==> config.mk <==
export PLATFORM = sky130hd
export DESIGN_NAME = gpio_bank_ctrl
export DESIGN_NICKNAME = d
export VERILOG_FILES = /design/src/rtl/gpio_ctrl_pkg.sv /design/src/rtl/gpio_sync2.sv /design/src/rtl/gpio_irq_bank.sv /design/src/rtl/gpio_bank_ctrl.sv
export SDC_FILE = /design/constraint.sdc
export NUM_CORES = 2
export LEC_CHECK = 0
export BUFFER_PORTS_ARGS = -buffer_cell sky130_fd_sc_hd__buf_4
export CAP_MARGIN = 15
export CORE_MARGIN = 5
export CORE_UTILIZATION = 40
export CTS_CLUSTER_DIAMETER = 60
export DETAILED_ROUTE_END_ITERATION = 7
export SYNTH_ARGS = -nofsm -noshare
export SYNTH_HDL_FRONTEND = slang
export SYNTH_SLANG_ARGS = --single-unit
==> constraint.sdc <==
create_clock -name clk -period 14.7 [get_ports clk]
set_input_delay 2.94 -clock clk [delete_from_list [all_inputs] [get_ports clk]]
set_output_delay 2.94 -clock clk [all_outputs]
set_load 0.01 [all_outputs]
==> src/rtl/gpio_ctrl_pkg.sv <==
// Shared constants for the banked GPIO controller.
// Assumes a byte-addressed 32-bit word port with an 8-bit address.
package gpio_ctrl_pkg;

    localparam int ADDR_W = 8;
    localparam int WORD_W = 32;

    // Register group selected by addr[7:4]; the bank is addr[3:2].
    typedef enum logic [3:0] {
        GRP_OE    = 4'h0,
        GRP_INV   = 4'h1,
        GRP_VAL   = 4'h2,
        GRP_SET   = 4'h3,
        GRP_CLR   = 4'h4,
        GRP_RISE  = 4'h5,
        GRP_FALL  = 4'h6,
        GRP_HIGH  = 4'h7,
        GRP_LOW   = 4'h8,
        GRP_PEND  = 4'h9,
        GRP_EMARK = 4'hA
    } grp_e;

endpackage

==> src/rtl/gpio_sync2.sv <==
// Two-flop synchroniser for a vector of asynchronous inputs.
// Assumes each bit is independent; no multi-bit coherence is implied.
module gpio_sync2 #(
    parameter int W = 32
) (
    input  logic         clk,
    input  logic         rst_n,
    input  logic [W-1:0] d_async,
    output logic [W-1:0] d_sync
);

    logic [W-1:0] meta_q;

    // Shift the raw inputs through two reset-cleared stages.
    always_ff @(posedge clk) begin
        if (!rst_n) begin
            meta_q <= '0;
            d_sync <= '0;
        end else begin
            meta_q <= d_async;
            d_sync <= meta_q;
        end
    end

endmodule

==> src/rtl/gpio_irq_bank.sv <==
// Interrupt detection for one bank: inversion, edge and level detection,
// write-one-to-clear pending bits and an edge-origin mark per pin.
// Assumes pin_sync is already synchronised to clk.
module gpio_irq_bank #(
    parameter int W = 32
) (
    input  logic         clk,
    input  logic         rst_n,
    input  logic [W-1:0] pin_sync,
    input  logic [W-1:0] inv,
    input  logic [W-1:0] en_rise,
    input  logic [W-1:0] en_fall,
    input  logic [W-1:0] en_high,
    input  logic [W-1:0] en_low,
    input  logic [W-1:0] w1c_mask,
    output logic [W-1:0] pend,
    output logic [W-1:0] edge_seen
);

    logic [W-1:0] eff;
    logic [W-1:0] prev_q;
    logic [W-1:0] edge_hit;
    logic [W-1:0] level_hit;

    // Apply inversion and form this cycle's detection events.
    always_comb begin
        eff       = pin_sync ^ inv;
        edge_hit  = (en_rise & eff & ~prev_q) | (en_fall & ~eff & prev_q);
        level_hit = (en_high & eff) | (en_low & ~eff);
    end

    // Remember the effective input and update pending state; new events win over clears.
    always_ff @(posedge clk) begin
        if (!rst_n) begin
            prev_q    <= '0;
            pend      <= '0;
            edge_seen <= '0;
        end else begin
            prev_q    <= eff;
            pend      <= (pend & ~w1c_mask) | edge_hit | level_hit;
            edge_seen <= (edge_seen & ~w1c_mask) | edge_hit;
        end
    end

endmodule

==> src/rtl/gpio_bank_ctrl.sv <==
// Banked GPIO controller: function-grouped registers with banks interleaved
// at a 4-byte stride, atomic set/clear of outputs, per-pin edge/level
// interrupts and one shared interrupt line.
// Assumes BANK_W equals the 32-bit word width and NUM_BANKS is at most 4.
module gpio_bank_ctrl
    import gpio_ctrl_pkg::*;
#(
    parameter int NUM_BANKS = 3,
    parameter int BANK_W    = 32
) (
    input  logic                        clk,
    input  logic                        rst_n,
    input  logic [ADDR_W-1:0]           addr,
    input  logic                        wr_en,
    input  logic [WORD_W-1:0]           wr_data,
    output logic [WORD_W-1:0]           rd_data,
    input  logic [NUM_BANKS*BANK_W-1:0] pin_in,
    output logic [NUM_BANKS*BANK_W-1:0] pin_out,
    output logic [NUM_BANKS*BANK_W-1:0] pin_oe,
    output logic                        irq
);

    localparam int PINS = NUM_BANKS * BANK_W;

    logic [BANK_W-1:0] oe_q    [NUM_BANKS];
    logic [BANK_W-1:0] inv_q   [NUM_BANKS];
    logic [BANK_W-1:0] val_q   [NUM_BANKS];
    logic [BANK_W-1:0] rise_q  [NUM_BANKS];
    logic [BANK_W-1:0] fall_q  [NUM_BANKS];
    logic [BANK_W-1:0] high_q  [NUM_BANKS];
    logic [BANK_W-1:0] low_q   [NUM_BANKS];
    logic [BANK_W-1:0] sync_w  [NUM_BANKS];
    logic [BANK_W-1:0] pend_w  [NUM_BANKS];
    logic [BANK_W-1:0] emark_w [NUM_BANKS];
    logic [BANK_W-1:0] w1c_w   [NUM_BANKS];

    logic [3:0] grp;
    logic [1:0] bsel;
    logic       hit;

    // Split the address into group and bank and flag mapped words.
    always_comb begin
        grp  = addr[7:4];
        bsel = addr[3:2];
        hit  = (addr[1:0] == 2'b00) && (32'(bsel) < NUM_BANKS) && (grp <= GRP_EMARK);
    end

    // Per-bank synchroniser, detector and pin wiring.
    for (genvar b = 0; b < NUM_BANKS; b++) begin : g_bank
        assign w1c_w[b] = (wr_en && hit && grp == GRP_PEND && bsel == 2'(b))
                          ? wr_data[BANK_W-1:0] : '0;

        gpio_sync2 #(.W(BANK_W)) u_sync (
            .clk     (clk),
            .rst_n   (rst_n),
            .d_async (pin_in[b*BANK_W +: BANK_W]),
            .d_sync  (sync_w[b])
        );

        gpio_irq_bank #(.W(BANK_W)) u_irq (
            .clk       (clk),
            .rst_n     (rst_n),
            .pin_sync  (sync_w[b]),
            .inv       (inv_q[b]),
            .en_rise   (rise_q[b]),
            .en_fall   (fall_q[b]),
            .en_high   (high_q[b]),
            .en_low    (low_q[b]),
            .w1c_mask  (w1c_w[b]),
            .pend      (pend_w[b]),
            .edge_seen (emark_w[b])
        );

        assign pin_out[b*BANK_W +: BANK_W] = val_q[b];
        assign pin_oe[b*BANK_W +: BANK_W]  = oe_q[b];
    end

    // Register writes for the addressed bank; unmapped words are dropped.
    always_ff @(posedge clk) begin
        if (!rst_n) begin
            for (int b = 0; b < NUM_BANKS; b++) begin
                oe_q[b]   <= '0;
                inv_q[b]  <= '0;
                val_q[b]  <= '0;
                rise_q[b] <= '0;
                fall_q[b] <= '0;
                high_q[b] <= '0;
                low_q[b]  <= '0;
            end
        end else if (wr_en && hit) begin
            for (int b = 0; b < NUM_BANKS; b++) begin
                if (bsel == 2'(b)) begin
                    case (grp)
                        GRP_OE:   oe_q[b]   <= wr_data[BANK_W-1:0];
                        GRP_INV:  inv_q[b]  <= wr_data[BANK_W-1:0];
                        GRP_VAL:  val_q[b]  <= wr_data[BANK_W-1:0];
                        GRP_SET:  val_q[b]  <= val_q[b] | wr_data[BANK_W-1:0];
                        GRP_CLR:  val_q[b]  <= val_q[b] & ~wr_data[BANK_W-1:0];
                        GRP_RISE: rise_q[b] <= wr_data[BANK_W-1:0];
                        GRP_FALL: fall_q[b] <= wr_data[BANK_W-1:0];
                        GRP_HIGH: high_q[b] <= wr_data[BANK_W-1:0];
                        GRP_LOW:  low_q[b]  <= wr_data[BANK_W-1:0];
                        default:  ;
                    endcase
                end
            end
        end
    end

    // Combinational read mux; set/clear and unmapped words read zero.
    always_comb begin
        rd_data = '0;
        for (int b = 0; b < NUM_BANKS; b++) begin
            if (hit && bsel == 2'(b)) begin
                case (grp)
                    GRP_OE:    rd_data = WORD_W'(oe_q[b]);
                    GRP_INV:   rd_data = WORD_W'(inv_q[b]);
                    GRP_VAL:   rd_data = WORD_W'((val_q[b] & oe_q[b]) | (sync_w[b] & ~oe_q[b]));
                    GRP_RISE:  rd_data = WORD_W'(rise_q[b]);
                    GRP_FALL:  rd_data = WORD_W'(fall_q[b]);
                    GRP_HIGH:  rd_data = WORD_W'(high_q[b]);
                    GRP_LOW:   rd_data = WORD_W'(low_q[b]);
                    GRP_PEND:  rd_data = WORD_W'(pend_w[b]);
                    GRP_EMARK: rd_data = WORD_W'(emark_w[b]);
                    default:   rd_data = '0;
                endcase
            end
        end
    end

    // Shared interrupt: any pending bit in any bank.
    always_comb begin
        irq = 1'b0;
        for (int b = 0; b < NUM_BANKS; b++) begin
            irq = irq | (|pend_w[b]);
        end
    end

endmodule

* Word-level counts from Yosys, hierarchy flattened
Memories as Yosys holds them, arrays and structs flattened. Index checks and enable logic that the tools add are counted.
Operators by class: muxes and demuxes 154, bitwise logic cells 99, magnitude comparators 2, eq/ne operators 12, reductions and logical operators 16
Operators with widths (count):
- 32-bit AND | 33
- 32-bit 2-to-1 mux | 33
- 32-bit case mux with 9 select lines | 3
- 32-bit OR | 21
- 32-bit NOT | 13
- 1-bit 2-to-1 mux | 118
- 32-bit OR reduction | 3
- 32-bit bitwise XOR | 3
- 1-bit OR | 29
- 4-bit by 3-bit equality test with 1-bit output (second input constant) | 4
- 4-bit equality test (second input constant) | 3
- 1-bit logical AND | 10
- 4-bit by 2-bit equality test with 1-bit output (second input constant) | 2
- 4-bit by 1-bit equality test with 1-bit output (second input constant) | 1
- 4-bit <= comparator (second input constant) | 1
- 2-bit zero test | 2
- 4-bit zero test | 1
- 2-bit by 1-bit equality test with 1-bit output (second input constant) | 1
- 2-bit equality test (second input constant) | 1
- 2-bit < comparator (second input constant) | 1
Storage, ports and cells: memory bits (writable) 672, word-level logic and storage cells 305, output and inout port bits 225, input bits 139, bits in registers 480, memories kept 7
Memory list:
- fall_q | words 3, bits a word 32, rd ports 3, clocked after Yosys merged registers in 0, write ports 3, RTL line gpio_bank_ctrl.sv:29 | logic [BANK_W-1:0] fall_q [NUM_BANKS];
- high_q | words 3, bits a word 32, rd ports 3, clocked after Yosys merged registers in 0, write ports 3, RTL line gpio_bank_ctrl.sv:30 | logic [BANK_W-1:0] high_q [NUM_BANKS];
- inv_q | words 3, bits a word 32, rd ports 3, clocked after Yosys merged registers in 0, write ports 3, RTL line gpio_bank_ctrl.sv:26 | logic [BANK_W-1:0] inv_q [NUM_BANKS];
- low_q | words 3, bits a word 32, rd ports 3, clocked after Yosys merged registers in 0, write ports 3, RTL line gpio_bank_ctrl.sv:31 | logic [BANK_W-1:0] low_q [NUM_BANKS];
- oe_q | words 3, bits a word 32, rd ports 3, clocked after Yosys merged registers in 0, write ports 3, RTL line gpio_bank_ctrl.sv:25 | logic [BANK_W-1:0] oe_q [NUM_BANKS];
- rise_q | words 3, bits a word 32, rd ports 3, clocked after Yosys merged registers in 0, write ports 3, RTL line gpio_bank_ctrl.sv:28 | logic [BANK_W-1:0] rise_q [NUM_BANKS];
- 1 more memories

* Longest topological paths before layout
depth after elaboration 11, mapped depth 9, mapped depth without buffers 5

* By module
From an unflattened synthesis, not the netlist that was laid out.
Second synthesis, totals: cell total of the unflattened synthesis 4217, area, all modules 51528.2 um^2
By module, submodules not included:
- gpio_bank_ctrl | seq. area each 20179.4 um^2, cells each 2537, area each 32602.5 um^2, times used 1
- gpio_irq_bank | seq. area each 1921.8 um^2, cells each 426, area each 4516.8 um^2, times used 3
- gpio_sync2 | seq. area each 1281.2 um^2, cells each 134, area each 1791.7 um^2, times used 3

* Least setup slack after synthesis
Ideal clock, no wire load.
path kind input-to-reg, from input port addr[7], to memory val_q[0][0] (enable), library setup time 0.510 ns, data required time 14.190 ns, arrival 7.159 ns, path slack 7.031 ns, stages 5, path buffers 2, cells stage by stage inv_1 -> clkbuf_1 -> buf_1 -> o21ai_0 -> o41ai_1
RTL lines:
- start, declared | RTL line gpio_bank_ctrl.sv:13 | input logic [ADDR_W-1:0] addr,
- end, declared | RTL line gpio_bank_ctrl.sv:27 | logic [BANK_W-1:0] val_q [NUM_BANKS];

* Worst setup path in the final report
from input port addr[4], to output port rd_data[7]
On the way: cells in the longest elaborated chain, start to end 6, elaborated cells between the ends (all ways) 20, classes of those cells 1 x order compare; 8 x eq/ne; 6 x mux; 5 x reduce/logical
RTL lines:
- 4-bit <= comparator | RTL line gpio_bank_ctrl.sv:45 | hit = (addr[1:0] == 2'b00) && (32'(bsel) < NUM_BANKS) && (grp <= GRP_EMARK);
- 1-bit logical AND | RTL line gpio_bank_ctrl.sv:45
- 1-bit logical AND | RTL line gpio_bank_ctrl.sv:114 | if (hit && bsel == 2'(b)) begin
- 32-bit 2-to-1 mux (2 in a row) | RTL line gpio_bank_ctrl.sv:114
- 32-bit 2-to-1 mux (*) | RTL line gpio_bank_ctrl.sv:114
- end, declared | RTL line gpio_bank_ctrl.sv:16 | output logic [WORD_W-1:0] rd_data,
Mark *: on every way between the ends. The rest lies on a longest branch, timed or not.

==> results by stage <==
Power:
- The peak ir drop on the vdd network is 0.112 mV.
- The total power of the final layout is 7.96 mW.
- For this design the static power due to leakage is 21.5 nW.
- Power spread over the standard cell area amounts to 134 nW/um^2.

Placement:
- The worst-case setup slack after placement is 4.51 ns.
- Detailed placement finished with a half-perimeter wire length of between 100,000 and 150,000 um.
- Once placement completed, the tool counted placed cells totaling around 5.9k.
- Input and output buffers added on the ports amount to between 300 and 400.
- The placer's final routability congestion estimate is ~0.96.
- The area after detailed placement is 54,700 um^2.

Final layout:
- The net total in the final layout is 4,571.
- The number of non-filler instances in the completed layout is 6,196.
- The layout overhead on the synthesized area is 18.5%.
- After routing the design area is 59,300 um^2.
- The top cell types in the final layout, fill and taps aside, are 672 x sky130_fd_sc_hd__edfxtp_1, 480 x sky130_fd_sc_hd__dfxtp_1, 468 x sky130_fd_sc_hd__buf_4.
- The library cell used most frequently in the layout, excluding fill and tap cells, is sky130_fd_sc_hd__edfxtp_1.
- Once layout is complete, the utilization of the core stands at 47.8%.
- The post-route netlist has between 10% and 20% of its cells at a drive strength greater than 1.
- Counting the fill cells in the layout gives 11.3k.

Yosys:
- When the netlist entered floorplanning its net count stood at 4,286.
- By area the synthesized netlist is led by sky130_fd_sc_hd__edfxtp_1 40%, sky130_fd_sc_hd__dfxtp_1 19%, sky130_fd_sc_hd__and2_1 4.9%.
- The number of distinct library cells after synthesis is 84.
- The area share of the largest cell type after synthesis is around 40%.
- The fraction of registers with async set/reset is 0%.
- The leading area contributor after synthesis is sky130_fd_sc_hd__edfxtp_1.
- Counting flops with a built-in enable in the synthesized netlist gives approximately 670.
- The count of synthesis-stage warnings from yosys is 0.
- The fraction of the yosys area taken by sequential cells is 59.5%.
- The average size of a mapped cell is 12.1 um^2.
- The post-synth design cell area is 50,000 um^2.
- Among all flip-flop cells after synthesis, the most frequent one is sky130_fd_sc_hd__edfxtp_1.
- The register bit count reported by yosys is 1,152.
- The number of cells produced by synthesis is a little over 4k.

Floorplanning:
- In this run the count of I/O pins placed on the die edge is 364.
- The initial core utilization is 40.4%.
- Measured along the x axis, the die boundary spans 364 um.
- The placeable core region is about 120,000 um^2.
- Row generation in the floorplan step produced roughly 130 rows.
- The total die area is 132,000 um^2.
- From bottom edge to top edge, the die measures 364 um.

STA:
- The total negative slack for setup checks is 0 ns.
- Counting I/O delays and the setup requirement, the final critical path takes around 11 ns.
- The fmax is 0.0944 GHz.
- The count of endpoints failing setup in the final report is 0.
- The slew of the pin with the lowest slew margin is around 1.4 ns.
- For the final database, setup skew stands at 0.0402 ns.
- The number of failing hold endpoints at the final stage is 0.
- The worst max-slew margin expressed relative to the limit is 7.05%.
- Hold is met by 0.432 ns.
- Setup slack on the critical path of the routed design comes to 4.10 ns.
- Setup repair after global routing left no endpoint under its margin.
- The number of pins exceeding their max-slew limit in the final report is 0.
- After layout, the worst path uses 72.1% of the clock period.

Setup path:
- The largest individual stage delay along the critical path comes from the cell sky130_fd_sc_hd__nor2_2.
- Broken down by cell family, the worst path's largest delay share belongs to compound AO/OA/AOI/OAI gates.
- Counting stages on the worst path, the most repeated cell is sky130_fd_sc_hd__buf_4.
- Walking the worst path, the cells encountered are buf_4 > buf_4 > a21oi_2 > o21ai_0 > nor2_2 > buf_4 > o21ai_0 > a311oi_1 > buf_4.
- By startpoint and endpoint, the worst setup path is classified as input port to primary output.
- Counting both buffers and inverters, the worst setup path holds a total of 4.
- The data arrival time of the worst path is 7.66 ns.
- For the worst flop-to-flop path, the logic depth is 5.
- For this run, the slowest stage of the critical path takes 1.04 ns.
- The launching element type of the critical path is an input port.
- Data on the critical path is required at its endpoint by 11.76 ns.
- The end of the worst register-to-register path is g_bank[0].u_irq.pend[21]$_SDFF_PN0_.
- Counting buffers and inverters, the worst setup path is 9 cells deep.
- The worst register-to-register path begins at inv_q[0][21]$_DFFE_PP_.
- For flop-to-flop paths, the worst setup slack is 13.04 ns.
- Of all nets on the critical path, the largest fanout is 45.
- The type of element capturing the critical path is a primary output.

Global routing:
- The global routing met3 resource utilization is 11.6%.
- The first global-routing pass estimated 300,000 um of wire.
- Global routing consumed, over all layers together, 32.3% of the routing resources.
- Global routing consumed, on the met1 layer, 41.8% of the routing resources.
- The met2 track demand over resource in global routing is 47.4%.
- The remaining global-route overflow is 0.
- The global-route layer with the greatest usage is met2.
- Entering global routing, the biggest net connects 110 pins.
- The initial antenna violation count came to 22.
- The via count of the first global-routing pass is about 38k.

Detailed routing:
- After detailed routing, the average wire length per cell comes to 35.7 um.
- The pre-antenna-repair detailed-routing pass consisted of 6 iterations.
- In the routed layout, each cell is associated on average with a via count of 6.44.
- The detailed router's first-iteration violation count is 6,285.
- Once detail routing completed, the nets flagged for antenna violations numbered 0.
- After detailed routing, the number of remaining DRC violations is 0.
- Wires add up to around 220,000 um.
- The total via count in the routed design is 39.9k.

CTS:
- The count of cells resized by post-cts repair is 0.
- After clock tree synthesis, the clock-pin slew on the worst setup and hold paths is 0.06 ns.
- Clock latency on the worst-skew pair, taken at its later pin, is 0.79 ns.
- The count of hold buffers inserted by post-cts repair is 0.
- The TritonCTS clock tree is yes.
- The number of sinks handled by clock tree synthesis is 1,152.
- The number of clock buffers added by TritonCTS is 134.
- The number of H-tree branching levels is 4.
- The clock passes through at most 3 buffers.
- The tree is rooted in a sky130_fd_sc_hd__clkbuf_16.
- The number of buffers inserted by post-CTS setup repair is 0.

Hold path:
- The worst min-delay path category is flop to flop.
- The cell count of the worst hold path is 1.
- The path with the worst hold slack has its endpoint at g_bank[1].u_sync.d_sync[31]$_SDFF_PN0_.
- The startpoint of the lowest-slack hold path is g_bank[1].u_sync.meta_q[31]$_SDFF_PN0_.

Run status:
- The flow ran to the end, and the final reports show no timing, DRC or antenna violations.

Job:
- The max-cap check violation count is 0.
[layout make-up]
cell class	count	area, um^2	share of cell area, %
Antenna cell	13	32.5	0.0549
Clock buffer	192	3870	6.52
Clock inverter	58	651	1.10
Inverter	17	63.8	0.108
Multi-Input combinational cell	2656	19300	32.5
Sequential cell	1152	29800	50.2
Tap cell	1637	2050	3.45
Timing Repair Buffer	471	3580	6.03
[cell families after synthesis]
group	count (synthesis)	synth area share, %
flops	1152	59.5
simple gates	1134	13.4
xor+xnor	96	1.68
buf+inv	339	2.84
compound gates	1179	17.4
mux	247	5.14
[synth_stat cells, types with 10 or more instances]
cell                       instances
sky130_fd_sc_hd__a311oi_1         13
sky130_fd_sc_hd__o21a_1          129
sky130_fd_sc_hd__a31oi_1         108
sky130_fd_sc_hd__nand2_1         241
sky130_fd_sc_hd__o221ai_1         15
sky130_fd_sc_hd__nor2_1           63
sky130_fd_sc_hd__nor2b_1         142
sky130_fd_sc_hd__o211ai_1         21
sky130_fd_sc_hd__a32oi_1          20
sky130_fd_sc_hd__nand3b_1         84
sky130_fd_sc_hd__nor3b_1         104
sky130_fd_sc_hd__and2_1          388
sky130_fd_sc_hd__xnor2_1          96
sky130_fd_sc_hd__a21oi_1          96
sky130_fd_sc_hd__nand4_1          14
sky130_fd_sc_hd__nand3_1          10
sky130_fd_sc_hd__inv_1            16
sky130_fd_sc_hd__a221oi_1         15
sky130_fd_sc_hd__a21boi_0        192
sky130_fd_sc_hd__a21bo_2          95
sky130_fd_sc_hd__a222oi_1         24
sky130_fd_sc_hd__a211oi_1         14
sky130_fd_sc_hd__a22oi_1         149
sky130_fd_sc_hd__buf_2            78
sky130_fd_sc_hd__nand2b_1         13
sky130_fd_sc_hd__dfxtp_1         480
sky130_fd_sc_hd__o21ai_0         101
sky130_fd_sc_hd__o31ai_1          14
sky130_fd_sc_hd__mux2_2           40
sky130_fd_sc_hd__nor4_1           33
sky130_fd_sc_hd__o22ai_1          54
sky130_fd_sc_hd__edfxtp_1        672
sky130_fd_sc_hd__mux2i_1         203
sky130_fd_sc_hd__clkbuf_1        223
sky130_fd_sc_hd__a22o_1           41
[report_power, final]
group | leakage, nW | internal, mW | switching [mW]
clock | 2.21 | 1.98 | 1.43
combinational | 8.95 | 0.295 | 0.466
sequential | 10.4 | 3.61 | 0.178
total | 21.5 | 5.88 | 2.07
[sequential cells by signal (all words and copies together), names as in the netlist, named ones only]
| register | count |
|---|---|
| g_bank.u_irq.edge_seen | 96 |
| fall_q | 96 |
| g_bank.u_sync.meta_q | 96 |
| g_bank.u_irq.prev_q | 96 |
| g_bank.u_sync.d_sync | 96 |
| low_q | 96 |
| val_q | 64 |
| g_bank.u_irq.pend | 96 |
| oe_q | 96 |
| inv_q | 96 |
| rise_q | 96 |
| high_q | 96 |
[per-layer routing]
layer  share of wire (%)  vias up
li1                    -    16100
met1                  37    19700
met2                  42     3233
met3                  14      762
met4                 6.5        6
met5               0.019        -
[worst max-delay path by stage]
stage / from / endpoint / slack [ns]
after detailed placement: addr[4] / rd_data[7] / 4.51
after floorplan: addr[7] / val_q[0][0]$_SDFFCE_PP0P_ / 7.03
final: addr[4] / rd_data[7] / 4.10
after global routing: addr[4] / rd_data[7] / 4.26
after global placement: addr[4] / rd_data[19] / 4.55
after CTS: addr[4] / rd_data[7] / 4.48
Power figures use the tool's default switching activity.
